## src/rtl/hwc_pkg.sv

```systemverilog
package hwc_pkg;
  localparam logic [1:0] SZ_HALF = 2'd1;
  localparam logic [1:0] SZ_WORD = 2'd2;

  // Where the next response takes its data from
  typedef enum logic [1:0] {
    RS_NONE,
    RS_DN_HALF,
    RS_DN_WORD,
    RS_LATCH
  } rsp_src_e;
endpackage

```

## src/rtl/hwc_pair_track.sv

```systemverilog
// Remembers the last word index seen on one path and whether the next
// access to that word completes a pair.
module hwc_pair_track #(
  parameter int IW = 6
) (
  input  logic          clk,
  input  logic          rst_n,
  input  logic          step,
  input  logic [IW-1:0] idx,
  output logic          second
);
  logic [IW-1:0] prev_q;
  logic          prev_vld_q;
  logic          half_seen_q;

  assign second = prev_vld_q && (prev_q == idx) && half_seen_q;

  always_ff @(posedge clk) begin
    if (!rst_n) begin
      prev_q      <= '0;
      prev_vld_q  <= 1'b0;
      half_seen_q <= 1'b0;
    end else if (step) begin
      prev_q      <= idx;
      prev_vld_q  <= 1'b1;
      half_seen_q <= !second;
    end
  end
endmodule

```

## src/rtl/hwc_wr_join.sv

```systemverilog
// Holds the two write halves and presents the merged word.
module hwc_wr_join #(
  parameter int DW = 32
) (
  input  logic               clk,
  input  logic               rst_n,
  input  logic               step,
  input  logic               sel_hi,
  input  logic [DW/2-1:0]    half_in,
  output logic [DW-1:0]      joined
);
  localparam int HW = DW / 2;

  logic [HW-1:0] lo_q;
  logic [HW-1:0] hi_q;

  assign joined = sel_hi ? {half_in, lo_q} : {hi_q, half_in};

  always_ff @(posedge clk) begin
    if (!rst_n) begin
      lo_q <= '0;
      hi_q <= '0;
    end else if (step) begin
      if (sel_hi) hi_q <= half_in;
      else        lo_q <= half_in;
    end
  end
endmodule

```

## src/rtl/hwc_rd_return.sv

```systemverilog
// Response stage: one pulse per accepted access, read latch, busy flag.
module hwc_rd_return
  import hwc_pkg::*;
#(
  parameter int DW = 32
) (
  input  logic          clk,
  input  logic          rst_n,
  input  logic          accept,
  input  rsp_src_e      src_in,
  input  logic          sel_hi,
  input  logic          err_in,
  input  logic [DW-1:0] dn_rdata,
  output logic          rsp_valid,
  output logic [DW-1:0] rsp_data,
  output logic          rsp_err,
  output logic          busy
);
  localparam int HW = DW / 2;

  logic          vld_q;
  rsp_src_e      src_q;
  logic          hi_q;
  logic          err_q;
  logic [DW-1:0] latch_q;

  always_ff @(posedge clk) begin
    if (!rst_n) begin
      vld_q   <= 1'b0;
      src_q   <= RS_NONE;
      hi_q    <= 1'b0;
      err_q   <= 1'b0;
      latch_q <= '0;
    end else begin
      vld_q <= accept;
      if (accept) begin
        src_q <= src_in;
        hi_q  <= sel_hi;
        err_q <= err_in;
      end
      if (vld_q && src_q == RS_DN_HALF) latch_q <= dn_rdata;
    end
  end

  always_comb begin
    rsp_data = '0;
    if (vld_q) begin
      case (src_q)
        RS_DN_HALF: rsp_data = {{HW{1'b0}}, hi_q ? dn_rdata[DW-1:HW] : dn_rdata[HW-1:0]};
        RS_DN_WORD: rsp_data = dn_rdata;
        RS_LATCH:   rsp_data = {{HW{1'b0}}, hi_q ? latch_q[DW-1:HW] : latch_q[HW-1:0]};
        default:    rsp_data = '0;
      endcase
    end
  end

  assign rsp_valid = vld_q;
  assign rsp_err   = vld_q && err_q;
  assign busy      = vld_q && (src_q == RS_DN_HALF || src_q == RS_DN_WORD);
endmodule

```

## src/rtl/hwc_combiner.sv

```systemverilog
module hwc_combiner
  import hwc_pkg::*;
#(
  parameter int AW = 8,
  parameter int DW = 32
) (
  input  logic          clk,
  input  logic          rst_n,
  input  logic          h_valid,
  output logic          h_ready,
  input  logic          h_write,
  input  logic [1:0]    h_size,
  input  logic [AW-1:0] h_addr,
  input  logic [DW-1:0] h_wdata,
  output logic          rsp_valid,
  output logic [DW-1:0] rsp_data,
  output logic          rsp_err,
  output logic          d_req,
  output logic          d_we,
  output logic [AW-1:0] d_addr,
  output logic [DW-1:0] d_wdata,
  input  logic [DW-1:0] d_rdata
);
  localparam int IW = AW - 2;
  localparam int HW = DW / 2;
  localparam int NPATH = 2;   // index 0: write path, 1: read path

  logic          accept;
  logic          is_half;
  logic          is_word;
  logic          bad;
  logic          sel_hi;
  logic [IW-1:0] widx;
  logic          busy;
  logic [NPATH-1:0] trk_step;
  logic [NPATH-1:0] trk_second;
  logic [DW-1:0] joined;
  rsp_src_e      src;

  assign accept  = h_valid && h_ready;
  assign is_half = (h_size == SZ_HALF) && !h_addr[0];
  assign is_word = (h_size == SZ_WORD) && (h_addr[1:0] == 2'b00);
  assign bad     = !is_half && !is_word;
  assign sel_hi  = h_addr[1];
  assign widx    = h_addr[AW-1:2];

  assign trk_step[0] = accept && is_half && h_write;
  assign trk_step[1] = accept && is_half && !h_write;

  for (genvar g = 0; g < NPATH; g++) begin : g_trk
    hwc_pair_track #(.IW(IW)) trk_i (
      .clk    (clk),
      .rst_n  (rst_n),
      .step   (trk_step[g]),
      .idx    (widx),
      .second (trk_second[g])
    );
  end

  hwc_wr_join #(.DW(DW)) join_i (
    .clk     (clk),
    .rst_n   (rst_n),
    .step    (trk_step[0]),
    .sel_hi  (sel_hi),
    .half_in (h_wdata[HW-1:0]),
    .joined  (joined)
  );

  always_comb begin
    if (bad || h_write)   src = RS_NONE;
    else if (is_word)     src = RS_DN_WORD;
    else if (trk_second[1]) src = RS_LATCH;
    else                  src = RS_DN_HALF;
  end

  hwc_rd_return #(.DW(DW)) ret_i (
    .clk       (clk),
    .rst_n     (rst_n),
    .accept    (accept),
    .src_in    (src),
    .sel_hi    (sel_hi),
    .err_in    (bad),
    .dn_rdata  (d_rdata),
    .rsp_valid (rsp_valid),
    .rsp_data  (rsp_data),
    .rsp_err   (rsp_err),
    .busy      (busy)
  );

  assign h_ready = !busy;
  assign d_req   = accept && (is_word ||
                              (trk_step[0] && trk_second[0]) ||
                              (trk_step[1] && !trk_second[1]));
  assign d_we    = h_write;
  assign d_addr  = {widx, 2'b00};
  assign d_wdata = is_word ? h_wdata : joined;
endmodule

```

## config.mk

```make
export PLATFORM = sky130hd
export DESIGN_NAME = hwc_combiner
export DESIGN_NICKNAME = d
export VERILOG_FILES = /design/src/rtl/hwc_pkg.sv /design/src/rtl/hwc_pair_track.sv /design/src/rtl/hwc_wr_join.sv /design/src/rtl/hwc_rd_return.sv /design/src/rtl/hwc_combiner.sv
export SDC_FILE = /design/constraint.sdc
export NUM_CORES = 1
export LEC_CHECK = 0
export BUFFER_PORTS_ARGS = -buffer_cell sky130_fd_sc_hd__clkbuf_2
export CORE_MARGIN = 1
export CORE_UTILIZATION = 55
export CTS_BUF_LIST = sky130_fd_sc_hd__clkbuf_4 sky130_fd_sc_hd__clkbuf_8
export DETAILED_ROUTE_END_ITERATION = 10
export PLACE_DENSITY = 0.86
export SLEW_MARGIN = 20
export SYNTH_ARGS = -nofsm -noshare
export SYNTH_HDL_FRONTEND = slang
export SYNTH_SLANG_ARGS = --single-unit
```

## constraint.sdc

```tcl
create_clock -name clk -period 3.82 [get_ports clk]
set_clock_uncertainty 0.15 [all_clocks]
set_input_delay 0.382 -clock clk [delete_from_list [all_inputs] [get_ports clk]]
set_output_delay 0.382 -clock clk [all_outputs]
set_load 0.02 [all_outputs]
```

==> qor.txt <==
CP max stage cell: a21o_1
Initial Utilization: 56.6%
Yosys reg bits: 85
clock sinks: 85
Vias: 4360
HPWL Detailed: 7920 µm
reg2reg end: ret_i.latch_q[6]
Horiz. Die Dim: 93.7 µm
sequential share of power: 51.3%
Pint: 0.00130 W
CTS max path bufs: 2
first-pass GRT wire length: 18000 µm
Final Max Tran Viols: 0
slew of the pin with the lowest slew margin: 1.03 ns
R2R depth: 3
status: finished, violations left
post-cts sizing count: 0
htree depth: 3
P_leak: 2.32 nW
reg2reg start: ret_i.rsp_valid
startpoint types: register
clock slew at reported path FFs: 0.08 ns
Hold Buf Count CTS: 0
wire per inst: 14.6 µm
row count: 33
CP delay by family, top: compound AO/OA/AOI/OAI gates
Netlist Area Pre-Place: 4630 µm²
YS warnings: 0
Arr. time, crit path: 2.43 ns
critical path class: register to output port
WHS Path Cells: 3
core area: 8180 µm²
cts bufs inserted: 9
Setup Viol. Count Final: 0
total wire length: 11400 µm
hold wc startpoint: d_rdata[2]
reg-to-reg setup timing slack: 1.48 ns
share of layout cells above drive strength 1: 31.5%
Placed Area: 5310 µm²
switching power: 0.000459 W
finished layout cell area: 5500 µm²
GRT overflow: 0
Rel. slew slack: 31.3%
ANT cells: 0
Clk Latency, worst-skew pair: 0.35 ns
final net count: 755
CP Cell Sequence: inv_1 -> ha_1 -> a21o_1 -> a222oi_1 -> nor2_1 -> clkbuf_2
Final min period: 2.96 ns
Layout area overhead: 18.9%
CTS tree: done
post-synth cell types: 43
vias in the first global route: 3933
worst-path maximum fanout: 17
number of antenna violations at the first check in global routing: 0
fmax: 338 MHz
CP max stage delay: 0.53 ns
Peak VDD IR: 229 µV
Worst Path Buf+Inv: 2
GRT Total Usage: 25.8%
Setup Buffers After CTS: 0
largest net degree at the start of global routing: 67
Final Hold Vio Count: 0
Die Span Y: 93.7 µm
# IOs: 155
Root Driver: clkbuf_8
Via density: 5.58
crit path capture type: output port
GP Congestion: 0.808
Initial DRC Count: 162
pwr/cell area: 320 nW/µm²
clock share of power: 34.0%
cells after synthesis: 557
post-synthesis sequential area ratio: 36.8%
WP data required: 3.29 ns
RSZ-0062 raised after global routing: false
fin util: 67.3%
min-delay worst type: input port to register
WHS Endpoint: ret_i.latch_q[2]
PortBufs: 152
DRT Pass-1 Iters: 9
max cap viols: 0
violated checks: design-rule violations
Routed Antenna Nets: 0
DR DRC count: 2
Logic pwr share: 14.7%
Final TNS setup: 0 ns
die area: 8780 µm²
syn avg cell area: 8.31 µm²
Final period util: 77.5%
Sw Ratio: 26.1%
## power by group through the flow
stage | sequential [W] | clock, W | combinational, W
after floorplan | 0.000920 | 0 | 0.000159
after global placement | 0.000922 | 0 | 0.000251
after detailed placement | 0.000923 | 0 | 0.000257
after CTS | 0.000902 | 0.000618 | 0.000258
after global routing | 0.000904 | 0.000655 | 0.000279
final | 0.000902 | 0.000598 | 0.000259
## stage by stage
stage / cells / power (W) / setup WS, ns / hold slack, ns
5_1_grt: 782 / 0.00184 / 0.680 / 0.121
2_1_floorplan: 558 / 0.00108 / 1.26 / 0.284
4_1_cts: 782 / 0.00178 / 0.831 / 0.116
3_3_place_gp: 767 / 0.00117 / 1.37 / 0.291
6_report: 782 / 0.00176 / 0.858 / 0.136
3_5_place_dp: 767 / 0.00118 / 1.23 / 0.309
## synthesized netlist by cell type, drive strengths merged
cell | instances | area share [%]
a31oi | 1 | 0.14
nand2 | 131 | 11
mux2i | 22 | 4.8
conb | 1 | 0.081
or4b | 1 | 0.22
nor2 | 19 | 1.6
xor2 | 12 | 2.3
nor4 | 3 | 0.73
buf | 23 | 3.1
o21a | 3 | 0.49
nor3 | 3 | 0.43
a21oi | 5 | 0.54
a222oi | 15 | 3.2
nor2b | 6 | 0.81
nand2b | 2 | 0.27
inv | 3 | 0.24
and4bb | 1 | 0.27
and3 | 16 | 2.2
dfxtp | 85 | 37
ha | 4 | 1.1
a21o | 1 | 0.16
clkbuf | 31 | 2.5
o21ai | 35 | 3.8
or3b | 1 | 0.19
a21boi | 73 | 12
a22oi | 1 | 0.16
mux2 | 31 | 7.5
and2 | 4 | 0.54
o211a | 2 | 0.43
nand3 | 19 | 2.1
nand4bb | 1 | 0.24
a21bo | 2 | 0.57
## routing by layer
layer | GRT usage [%] | wire (µm)
met1 | 30.8 | 4860
met2 | 46.3 | 5690
met3 | 4.94 | 696
met4 | 8.59 | 138
met5 | 0 | 0
## worst min-delay path, cell delays in order
cell	delay [ns]
clkbuf_2	0.09
nand2_1	0.05
a21boi_0	0.06
## registers in the layout, indices dropped and copies added (netlist names), 2 cells and up
signal / cells
g_trk.trk_i.half_seen_q: 2
g_trk.trk_i.prev_q: 12
g_trk.trk_i.prev_vld_q: 2
join_i.hi_q: 16
join_i.lo_q: 16
ret_i.latch_q: 32
ret_i.src_q: 2
## cells by family after synthesis
kind of cell | synth area share, %
fa+ha+maj | 1.08
flops | 36.8
simple gates | 20.1
compound gates | 21.4
other cells | 0.0810
buf+inv | 5.90
mux | 12.3
xor+xnor | 2.27
## cells in the final DEF, fill, tap and decap left out, drive strengths merged, types with 2 or more instances in the layout
| master | count |
|---|---|
| clkbuf | 166 |
| nand2 | 131 |
| dfxtp | 85 |
| a21boi | 73 |
| o21ai | 35 |
| mux2 | 31 |
| mux2i | 22 |
| nand3 | 19 |
| nor2 | 19 |
| and3 | 16 |
| a222oi | 15 |
| xor2 | 12 |
| nor2b | 6 |
| buf | 6 |
| a21oi | 5 |
| ha | 4 |
| and2 | 4 |
| inv | 3 |
| o21a | 3 |
| nor3 | 3 |
| nor4 | 3 |
| nand2b | 2 |
| o211a | 2 |
| conb | 2 |
| a21bo | 2 |
## worst max-delay path by stage
| stage | startpoint | end | slack, ns | cells past startpoint |
|---|---|---|---|---|
| 5_1_grt | ret_i.src_q[0] | rsp_data[6] | 0.68 | 6 |
| 3_5_place_dp | ret_i.src_q[0] | rsp_data[8] | 1.23 | 6 |
| 2_1_floorplan | ret_i.src_q[0] | d_req | 1.26 | 7 |
| 4_1_cts | ret_i.src_q[0] | rsp_data[8] | 0.83 | 6 |
| 3_3_place_gp | ret_i.src_q[0] | rsp_data[10] | 1.37 | 6 |
| 6_report | ret_i.src_q[0] | rsp_data[8] | 0.86 | 6 |
## final cells by class
cell class                 count  area (µm²)
clock buffer                  14         180
fill                         672        2670
inverter                       3        11.3
multi-input combinational    416        2670
tap                          105         131
clock inverter                 1        5.00
timing repair buffer         158         806
sequential                    85        1700
No activity file was read; power rests on OpenSTA's default activity.
